<file path="config.mk">
export PLATFORM = sky130hd
export DESIGN_NAME = ack_track_entry
export DESIGN_NICKNAME = d
export VERILOG_FILES = /design/src/rtl/ack_track_pkg.sv /design/src/rtl/trk_fifo.sv /design/src/rtl/trk_pend.sv /design/src/rtl/trk_lock.sv /design/src/rtl/ack_track_entry.sv
export SDC_FILE = /design/constraint.sdc
export NUM_CORES = 1
export LEC_CHECK = 0
export BUFFER_PORTS_ARGS = -buffer_cell sky130_fd_sc_hd__buf_4
export CAP_MARGIN = 20
export CORE_UTILIZATION = 44
export CTS_BUF_LIST = sky130_fd_sc_hd__clkbuf_8 sky130_fd_sc_hd__clkbuf_16
export DETAILED_ROUTE_END_ITERATION = 7
export PLACE_DENSITY = 0.8
export SYNTH_ARGS = -nofsm -noshare
export SYNTH_HDL_FRONTEND = slang
export SYNTH_SLANG_ARGS = --single-unit
</file>
<file path="constraint.sdc">
create_clock -name clk -period 6.2 [get_ports clk]
set_input_delay 1.24 -clock clk [delete_from_list [all_inputs] [get_ports clk]]
set_output_delay 1.24 -clock clk [all_outputs]
set_load 0.005 [all_outputs]
</file>
<file path="src/rtl/ack_track_pkg.sv">
package ack_track_pkg;
  typedef enum logic [2:0] {
    TS_FREE = 3'd0,
    TS_IMX  = 3'd1,
    TS_SMX  = 3'd2,
    TS_OMX  = 3'd3,
    TS_MMW  = 3'd4
  } trk_state_e;
endpackage

</file>
<file path="src/rtl/trk_fifo.sv">
module trk_fifo #(
  parameter int W     = 16,
  parameter int DEPTH = 2
) (
  input  logic         clk,
  input  logic         rst,
  input  logic         push_i,
  input  logic [W-1:0] push_data_i,
  input  logic         pop_i,
  output logic         valid_o,
  output logic         full_o,
  output logic [W-1:0] head_o
);
  localparam int PW = (DEPTH > 1) ? $clog2(DEPTH) : 1;
  localparam int CNW = $clog2(DEPTH + 1);

  logic [W-1:0]   mem [DEPTH];
  logic [PW-1:0]  wr_ptr, rd_ptr;
  logic [CNW-1:0] used;
  logic           do_push, do_pop;

  assign valid_o = (used != '0);
  assign full_o  = (used == CNW'(DEPTH));
  assign do_push = push_i && !full_o;
  assign do_pop  = pop_i && valid_o;
  assign head_o  = mem[rd_ptr];

  function automatic logic [PW-1:0] bump(input logic [PW-1:0] p);
    return (p == PW'(DEPTH - 1)) ? '0 : p + 1'b1;
  endfunction

  // storage without reset so that it can map onto RAM
  always_ff @(posedge clk) begin
    if (do_push) mem[wr_ptr] <= push_data_i;
  end

  always_ff @(posedge clk) begin
    if (rst) begin
      wr_ptr <= '0;
      rd_ptr <= '0;
      used   <= '0;
    end else begin
      if (do_push) wr_ptr <= bump(wr_ptr);
      if (do_pop)  rd_ptr <= bump(rd_ptr);
      case ({do_push, do_pop})
        2'b10:   used <= used + 1'b1;
        2'b01:   used <= used - 1'b1;
        default: used <= used;
      endcase
    end
  end
endmodule

</file>
<file path="src/rtl/trk_pend.sv">
module trk_pend #(
  parameter int CW = 8
) (
  input  logic          clk,
  input  logic          rst,
  input  logic          clr_i,
  input  logic          a_en_i,
  input  logic [CW-1:0] a_i,
  input  logic          b_en_i,
  input  logic [CW-1:0] b_i,
  output logic [CW-1:0] cnt_o,
  output logic          zero_nxt_o
);
  logic signed [CW-1:0] cnt_q, nxt;
  logic signed [CW-1:0] a_term, b_term;

  always_comb begin
    a_term = a_en_i ? $signed(a_i) : '0;
    b_term = b_en_i ? $signed(b_i) : '0;
    nxt    = cnt_q - a_term - b_term;
  end

  assign zero_nxt_o = (a_en_i || b_en_i) && (nxt == '0);
  assign cnt_o      = cnt_q;

  always_ff @(posedge clk) begin
    if (rst || clr_i)           cnt_q <= '0;
    else if (a_en_i || b_en_i)  cnt_q <= nxt;
  end
endmodule

</file>
<file path="src/rtl/trk_lock.sv">
module trk_lock #(
  parameter int CYC = 50
) (
  input  logic clk,
  input  logic rst,
  input  logic start_i,
  output logic busy_o
);
  localparam int TW = $clog2(CYC + 1);
  logic [TW-1:0] left_q;

  assign busy_o = (left_q != '0);

  always_ff @(posedge clk) begin
    if (rst)               left_q <= '0;
    else if (start_i)      left_q <= TW'(CYC);
    else if (left_q != '0) left_q <= left_q - 1'b1;
  end
endmodule

</file>
<file path="src/rtl/ack_track_entry.sv">
module ack_track_entry
  import ack_track_pkg::*;
#(
  parameter int AW          = 16,
  parameter int DW          = 32,
  parameter int CW          = 8,
  parameter int QDEPTH      = 2,
  parameter int LOCK_CYCLES = 50
) (
  input  logic          clk,
  input  logic          rst,
  input  logic          alloc_i,
  input  logic          alloc_shared_i,
  input  logic [AW-1:0] alloc_addr_i,
  input  logic [DW-1:0] alloc_data_i,
  input  logic          alloc_dirty_i,
  input  logic [DW-1:0] alloc_st_data_i,
  input  logic          rsp_valid_i,
  input  logic          rsp_is_data_i,
  input  logic [CW-1:0] rsp_acks_i,
  input  logic [DW-1:0] rsp_data_i,
  input  logic          fwd_valid_i,
  input  logic [CW-1:0] fwd_acks_i,
  input  logic          trig_pop_i,
  output logic          valid_o,
  output logic [2:0]    state_o,
  output logic [AW-1:0] addr_o,
  output logic [CW-1:0] pend_cnt_o,
  output logic [DW-1:0] sav_data_o,
  output logic          sav_dirty_o,
  output logic [DW-1:0] line_data_o,
  output logic          line_dirty_o,
  output logic          trig_valid_o,
  output logic [AW-1:0] trig_addr_o,
  output logic          unblock_o,
  output logic          lock_busy_o,
  output logic          err_o
);
  trk_state_e    state_q;
  logic          valid_q;
  logic [AW-1:0] addr_q;
  logic [DW-1:0] sav_data_q, line_data_q, st_data_q;
  logic          sav_dirty_q, line_dirty_q;
  logic          unblock_q, err_q;

  logic upd_rsp, upd_fwd, zero_nxt;
  logic q_push, q_pop, q_full, q_valid;
  logic in_upgrade, complete;

  assign in_upgrade = (state_q == TS_IMX) || (state_q == TS_SMX) || (state_q == TS_OMX);
  assign upd_rsp    = rsp_valid_i && valid_q && !alloc_i;
  assign upd_fwd    = fwd_valid_i && valid_q && !alloc_i && (state_q == TS_OMX);
  assign q_push     = zero_nxt && in_upgrade && valid_q;
  assign q_pop      = trig_pop_i && q_valid;
  assign complete   = q_pop && valid_q && !alloc_i && (state_q == TS_OMX);

  trk_pend #(.CW(CW)) u_pend (
    .clk        (clk),
    .rst        (rst),
    .clr_i      (alloc_i),
    .a_en_i     (upd_rsp),
    .a_i        (rsp_acks_i),
    .b_en_i     (upd_fwd),
    .b_i        (fwd_acks_i),
    .cnt_o      (pend_cnt_o),
    .zero_nxt_o (zero_nxt)
  );

  trk_fifo #(.W(AW), .DEPTH(QDEPTH)) u_trig (
    .clk         (clk),
    .rst         (rst),
    .push_i      (q_push),
    .push_data_i (addr_q),
    .pop_i       (q_pop),
    .valid_o     (q_valid),
    .full_o      (q_full),
    .head_o      (trig_addr_o)
  );

  trk_lock #(.CYC(LOCK_CYCLES)) u_lock (
    .clk     (clk),
    .rst     (rst),
    .start_i (complete),
    .busy_o  (lock_busy_o)
  );

  always_ff @(posedge clk) begin
    if (rst) begin
      state_q      <= TS_FREE;
      valid_q      <= 1'b0;
      addr_q       <= '0;
      sav_data_q   <= '0;
      sav_dirty_q  <= 1'b0;
      line_data_q  <= '0;
      line_dirty_q <= 1'b0;
      st_data_q    <= '0;
      unblock_q    <= 1'b0;
      err_q        <= 1'b0;
    end else begin
      unblock_q <= complete;
      err_q     <= (rsp_valid_i || fwd_valid_i) && !valid_q && !alloc_i;
      if (alloc_i) begin
        valid_q      <= 1'b1;
        state_q      <= alloc_shared_i ? TS_SMX : TS_IMX;
        addr_q       <= alloc_addr_i;
        sav_data_q   <= alloc_data_i;
        sav_dirty_q  <= alloc_dirty_i;
        line_data_q  <= alloc_data_i;
        line_dirty_q <= alloc_dirty_i;
        st_data_q    <= alloc_st_data_i;
      end else if (complete) begin
        valid_q      <= 1'b0;
        state_q      <= TS_MMW;
        line_data_q  <= st_data_q;
        line_dirty_q <= 1'b1;
      end else if (upd_rsp && rsp_is_data_i) begin
        if (state_q == TS_IMX) begin
          line_data_q <= rsp_data_i;
          state_q     <= TS_OMX;
        end else if (state_q == TS_SMX) begin
          state_q     <= TS_OMX;
        end
      end
    end
  end

  assign valid_o      = valid_q;
  assign state_o      = state_q;
  assign addr_o       = addr_q;
  assign sav_data_o   = sav_data_q;
  assign sav_dirty_o  = sav_dirty_q;
  assign line_data_o  = line_data_q;
  assign line_dirty_o = line_dirty_q;
  assign trig_valid_o = q_valid;
  assign unblock_o    = unblock_q;
  assign err_o        = err_q;
endmodule

</file>
# After elaboration in Yosys (flattened, before gate mapping)
# Memories as Yosys holds them, arrays and structs flattened. A register that Yosys moved wholly into a read port is not among the register bits.
# Cells that the tools add are included.
dict set report classes {
  n_eq_ne 6
  n_reduce_logical 37
  n_addsub 7
  mux 25
}
# op count
set op_table {}
lappend op_table {{$mux W32} 4}
lappend op_table {{$logic_and A1 B1 Y1} 17}
lappend op_table {{$mux W8} 2}
lappend op_table {{$sub A8 B8 Y8} 2}
lappend op_table {{$mux W3} 5}
lappend op_table {{$mux W6} 2}
lappend op_table {{$mux W1} 10}
lappend op_table {{$logic_not A8 Y1} 1}
lappend op_table {{$reduce_bool A2 Y1} 4}
lappend op_table {{$eq A3 B2 Y1 const B} 2}
lappend op_table {{$reduce_bool A3 Y1} 2}
lappend op_table {{$reduce_bool A6 Y1} 1}
lappend op_table {{$sub A6 B1 Y6 const B} 1}
lappend op_table {{$logic_or A1 B1 Y1} 5}
lappend op_table {{$eq A2 B2 Y1 const B} 2}
lappend op_table {{$pmux W2 S2} 1}
lappend op_table {{$reduce_and A2 Y1} 2}
lappend op_table {{$reduce_bool A4 Y1} 1}
lappend op_table {{$eq A3 B1 Y1 const B} 1}
lappend op_table {{$logic_not A1 Y1} 3}
lappend op_table {{$add A1 B1 Y1 const B} 2}
lappend op_table {{$add A2 B1 Y2 const B} 1}
lappend op_table {{$eq A2 B1 Y1 const B} 1}
lappend op_table {{$mux W2} 1}
lappend op_table {{2 further kinds} 2}
dict set report word_totals {
  in_bits 137
  out_inout_bits 114
  memories 1
  word_cells 92
  mem_bits_rw 32
  regBits 138
}
# memory depth word_bits rd rd_ports_with_merged_regs wr line
set memory_table {}
lappend memory_table {u_trig.mem 2 16 1 1 1 trk_fifo.sv:17} ;# logic [W-1:0] mem [DEPTH];

# Logic depth before layout (Yosys ltp)
dict set report logic_depth {
  ltp_word 12
  ltp_mapped 19
  ltp_nobuf 17
}

# Hierarchy
# A second synthesis with hierarchy kept.
dict set report unflattened {
  cells_unflattened 733
  hier_area_um2 7677.4
}
# mod n_inst cells_per_inst area_per_inst_um2
set modules_own_cells {}
lappend modules_own_cells {ack_track_entry 1 495 4976.0}
lappend modules_own_cells {trk_fifo 1 76 1377.6}
lappend modules_own_cells {trk_pend 1 129 1006.0}
lappend modules_own_cells {trk_lock 1 33 317.8}

# Least setup slack after synthesis
# No wires, ideal clock.
dict set report synth_timing {
  path_kind {input -> register}
  from {input alloc_i}
  to {memory u_trig.mem[1][0] (enable)}
  arrival_ns 5.589
  path_slack_ns 0.222
  stages 15
  required_ns 5.811
  path_cell_list {nor2b_1 > and3_1 > clkbuf_1 > nand2_1 > fa_1 > inv_1 > ha_1 > or2_2 > fa_1 > xnor2_1 > o2111ai_1 > or4b_1 > or4_1 > or3_1 > nor2_1}
}
dict set report synth_via {
  elab_chain_cells 12
  word_cells_on_any_way 16
  classes_between {add/sub (2); mux (4); reduce/logical (10)}
}
# item line
set synth_lines {}
lappend synth_lines {{start: declaration} ack_track_entry.sv:12} ;# input logic alloc_i,
lappend synth_lines {{$logic_not A1 Y1 (*)} {ack_track_entry.sv:51, ack_track_entry.sv:52}}
lappend synth_lines {{$logic_and A1 B1 Y1, on equally long branches} {ack_track_entry.sv:51, ack_track_entry.sv:52}}
lappend synth_lines {{$mux W8 / $logic_and A1 B1 Y1 (equally long branches)} {trk_pend.sv:18, ack_track_entry.sv:52}}
lappend synth_lines {{$sub A8 B8 Y8 / $mux W8 (equally long branches)} {trk_pend.sv:20, trk_pend.sv:19}}
lappend synth_lines {{$sub A8 B8 Y8} trk_pend.sv:20} ;# nxt = cnt_q - a_term - b_term;
lappend synth_lines {{$logic_not A8 Y1} trk_pend.sv:23} ;# assign zero_nxt_o = (a_en_i || b_en_i) && (nxt == '0);
lappend synth_lines {{$logic_and A1 B1 Y1 (*)} trk_pend.sv:23}
lappend synth_lines {{$logic_and A1 B1 Y1 (*) (2 in series)} ack_track_entry.sv:53} ;# assign q_push = zero_nxt && in_upgrade && valid_q;
lappend synth_lines {{$logic_and A1 B1 Y1 (*)} trk_fifo.sv:24} ;# assign do_push = push_i && !full_o;
lappend synth_lines {{$mux W1 (*)} trk_fifo.sv:34} ;# if (do_push) mem[wr_ptr] <= push_data_i;
lappend synth_lines {{$mux W1 (not written as such) (*)} trk_fifo.sv:34}
lappend synth_lines {{end: declaration} trk_fifo.sv:17}
# Mark *: on every way between the ends. The rest lies on a longest branch, timed or not.

# Final worst setup path
dict set report layout_timing {
  from {input alloc_i}
  to {register u_trig.used[1]}
}
dict set report layout_via {
  elab_chain_cells 12
  word_cells_on_any_way 18
  classes_between {add/sub (2); eq/ne (2); mux (3); reduce/logical (11)}
}
# item line
set layout_lines {}
lappend layout_lines {{$logic_not A1 Y1 (*)} {ack_track_entry.sv:51, ack_track_entry.sv:52}}
lappend layout_lines {{$logic_and A1 B1 Y1, on equally long branches} {ack_track_entry.sv:51, ack_track_entry.sv:52}}
lappend layout_lines {{$mux W8 / $logic_and A1 B1 Y1 (equally long branches)} {trk_pend.sv:18, ack_track_entry.sv:52}}
lappend layout_lines {{$sub A8 B8 Y8 / $mux W8 (equally long branches)} {trk_pend.sv:20, trk_pend.sv:19}}
lappend layout_lines {{$sub A8 B8 Y8} trk_pend.sv:20}
lappend layout_lines {{$logic_not A8 Y1} trk_pend.sv:23}
lappend layout_lines {{$logic_and A1 B1 Y1 (*)} trk_pend.sv:23}
lappend layout_lines {{$logic_and A1 B1 Y1 (*) (2 in series)} ack_track_entry.sv:53}
lappend layout_lines {{$logic_and A1 B1 Y1 (*)} trk_fifo.sv:24}
lappend layout_lines {{$eq A2 B1 Y1 / $eq A2 B2 Y1 (equally long branches)} trk_fifo.sv:45} ;# case ({do_push, do_pop})
lappend layout_lines {{$pmux W2 S2 / $reduce_bool A2 Y1 (equally long branches)} -}
lappend layout_lines {{end signal: assignment} trk_fifo.sv:46} ;# 2'b10: used <= used + 1'b1;
lappend layout_lines {{end signal: assignment} trk_fifo.sv:47} ;# 2'b01: used <= used - 1'b1;
lappend layout_lines {{end signal: assignment} trk_fifo.sv:48} ;# default: used <= used;
lappend layout_lines {{end: declaration} trk_fifo.sv:19} ;# logic [CNW-1:0] used;
# Marked as above.
# A chain may end at the register's enable or synchronous reset.

==> impl_metrics.ini <==
[sta]
fmax_mhz = 183.3
timing.final.max_slew_violations = 0
hold_viol_final = 0
finalSetupViolations = 0
setup_repair_after_global_routing_missed_its_margin = no
slew-limit-headroom_pct = 30.06
totalNegativeSetupSlack_ps = 0
post-route-min-period_ps = 5456
setup_skew_ps = 7.316
min_period_over_period_pct = 88.00
worstMarginPinSlew_ps = 1045
worst_hold_slack_ps = 452.0

[placed_design]
gp_congestion = 0.8529
post_place_cell_area_um2 = 9427
port_buffers = 250
post-dp-hpwl_um = 13430
place_inst = 1194

[yosys]
synthCells = 765
synth.avg_cell_area_um2 = 9.655
synth-async-reset-ratio_pct = 0
synth-seq-cells = 171
syn_area_um2 = 7386
sequential_fraction_of_the_synthesis_area_pct = 50.69
synth_top_flop_cell = sky130_fd_sc_hd__dfxtp_1
synth_cell_types = 51
postSynthNetCount = 921
synth.top_cells.by_area = sky130_fd_sc_hd__dfxtp_1 (38%), sky130_fd_sc_hd__edfxtp_1 (13%), sky130_fd_sc_hd__mux2i_1 (12%), sky130_fd_sc_hd__nand2_1 (5.6%), sky130_fd_sc_hd__a21oi_1 (4.9%)
ys.warnings.count = 0
synth.top_cells.by_count = sky130_fd_sc_hd__dfxtp_1 (139), sky130_fd_sc_hd__nand2_1 (111), sky130_fd_sc_hd__mux2i_1 (86), sky130_fd_sc_hd__a21oi_1 (73), sky130_fd_sc_hd__nor2_1 (73)
synth_most_common_cell = sky130_fd_sc_hd__dfxtp_1
yosysTopAreaCellShare_pct = 37.68
synth_enable_flop_cells = 32
synth_area_leader_cell = sky130_fd_sc_hd__dfxtp_1

[clock_network]
root_buffer = sky130_fd_sc_hd__clkbuf_16
cts_tree = done
cts.repair.resized = 0
cts_post_setup_buffers_inserted = 0
clock_tree.buffer_depth = 2
worst_setup_hold_path_clk_slew_ps = 60
cts_max_level = 4
cts-hold-fix-buffers = 0
clk-insertion-delay-late_ps = 420
cts-buffers-inserted = 17
cts_sinks = 171

[run]
max_cap_viol_count = 0

[global_routing]
grt_pass1_vias = 6086
grt_util_all_layers_pct = 22.18
initial_antenna_violation_count = 0
grt_start_max_net_pins = 79
grt_pass1_wl_um = 30540
total_global_routing_overflow = 0

[worst_hold_path]
worst_hold_path_cells = 2
hold_path.startpoint = line_data_o[11]
hold-path-endpoint = line_data_o[11]
worstHoldPathType = reg -> reg

[setup_path]
crit_required_ps = 6540
worstSetupStartpoint = alloc_i
path_class = in -> reg
reg2reg_setup_slack_ps = 980
worstReg2RegStart = state_o[1]
arr_time_crit_path_ps = 5800
cp_launch_type = input port
r2r-end = u_trig.used[1]
r2r.worst_path.cells = 16
cp_max_fo = 4
crit_path_end_kind = register

[die]
initial_utilization_pct = 44.86
core_region_area_um2 = 16470
chipWidth_um = 131.6
die_y_um = 131.6
floorplan.die_area_um2 = 17310
io-pin-count = 251
core.rowCount = 47

[run_status]
status = completed

[power]
ir_drop_mv = 0.1917
pwr_cell_area_nw_per_um2 = 267.4
p_leak_uw = 0.004565

[detailed_routing]
drt-wirelength-per-cell_um = 15.68
wirelength_um = 19220
drcViolationCount = 0
route.vias.total = 6226
dr.pass1.iters = 5
routed_via_density = 5.078
antenna_violating_nets_post_route = 0
drt-initial-drc-count = 316

[cells_and_area]
layout-area-overhead-vs-synth_pct = 35.41
design.final.nets = 1149
layout.cells.non_filler = 1226
stdcell_area_um2 = 10000
insertedDiodeCount = 0
share_of_final_layout_standard_cells_stronger_than_drive_strength_1_pct = 31.11
## routing by layer
metal  up-vias  wire length (um)  track usage, %
met2       201              9464           37.57
li1       3064                 -               -
met1      2938              7960           26.26
met5         -                 0               0
met4         0               255           6.072
met3        23              1541           8.179
## critical path, stage by stage
cell and delay, ps:
sky130_fd_sc_hd__buf_4 130, sky130_fd_sc_hd__nor2b_1 130, sky130_fd_sc_hd__and3_1 200, sky130_fd_sc_hd__nand2_1 80, sky130_fd_sc_hd__fa_1 500, sky130_fd_sc_hd__inv_1 50
sky130_fd_sc_hd__ha_1 180, sky130_fd_sc_hd__or2_2 300, sky130_fd_sc_hd__fa_1 410, sky130_fd_sc_hd__xnor2_1 210, sky130_fd_sc_hd__o2111ai_1 120, sky130_fd_sc_hd__or4b_1 520
sky130_fd_sc_hd__or4_1 510, sky130_fd_sc_hd__or3_1 370, sky130_fd_sc_hd__ha_1 340, sky130_fd_sc_hd__or3_1 370, sky130_fd_sc_hd__a21oi_1 140
## how the worst max path moves through the flow
stage / end / slack [ps] / cells after the start
2_1_floorplan: u_trig.mem[1][0] / 220 / 15
3_5_place_dp: u_trig.used[1] / 350 / 17
3_3_place_gp: u_trig.used[1] / 430 / 17
4_1_cts: u_trig.used[1] / 770 / 17
5_1_grt: u_trig.used[1] / 560 / 17
6_report: u_trig.used[1] / 740 / 17
## where the power goes
part | internal, uW | switching, uW
Sequential | 1200 | 42.2
Combinational | 211 | 185
Clock | 593 | 446
Total | 2000 | 674
## metrics by stage
step	util, %	power (uW)	setup WS, ps
floorplan	-	1479	222.5
CTS	60.74	2700	774.1
detailed placement	57.25	1659	353.5
global placement	57.25	1647	425.8
global route	60.74	2795	555.3
finish	60.74	2674	744.2
## logic make-up after synthesis
family	count (synthesis)	synth area share, %
AOI/OAI and AO/OA	133	9.859
xor gates and xnor gates	15	1.779
adders and majority gates	19	3.930
buffers and inverters	63	3.354
DFF	171	50.69
muxes	102	14.09
and+or+nand+nor	262	16.30
## flip-flops by register name (all words and copies together) (netlist names), named ones only
| name | cells |
|---|---|
| state_o | 3 |
| u_lock.left_q | 6 |
| line_dirty_o | 1 |
| err_o | 1 |
| unblock_o | 1 |
| sav_dirty_o | 1 |
| u_trig.wr_ptr | 1 |
| u_pend.cnt_o | 8 |
| u_trig.mem | 32 |
| line_data_o | 32 |
| st_data_q | 32 |
| addr_o | 16 |
| u_trig.rd_ptr | 1 |
| valid_o | 1 |
| sav_data_o | 32 |
| u_trig.used | 2 |
## placed cells by master (no fill, tap or decap), types with 7 or more instances in the layout
cell,Yosys,layout
sky130_fd_sc_hd__edfxtp_1,32,32
sky130_fd_sc_hd__fa_1,7,7
sky130_fd_sc_hd__mux2_2,16,16
sky130_fd_sc_hd__ha_1,12,12
sky130_fd_sc_hd__a21oi_1,73,73
sky130_fd_sc_hd__clkbuf_16,0,17
sky130_fd_sc_hd__nor2_1,73,73
sky130_fd_sc_hd__nand2_1,111,111
sky130_fd_sc_hd__xnor2_1,11,11
sky130_fd_sc_hd__dfxtp_1,139,139
sky130_fd_sc_hd__nand2b_1,38,38
sky130_fd_sc_hd__mux2i_1,86,86
sky130_fd_sc_hd__inv_1,12,14
sky130_fd_sc_hd__o21ai_0,38,38
sky130_fd_sc_hd__buf_4,0,260
## final cells by class
cell class              count  area, um^2
clock inverters            15       148.9
well taps                 220       275.3
flip-flops and latches    171        3744
multi-input cells         531        3411
repair buffers            260        1952
inverters                  12       45.04
fillers                  1387        6465
clock buffers              17       425.4
No activity file was read; power rests on OpenSTA's default activity.
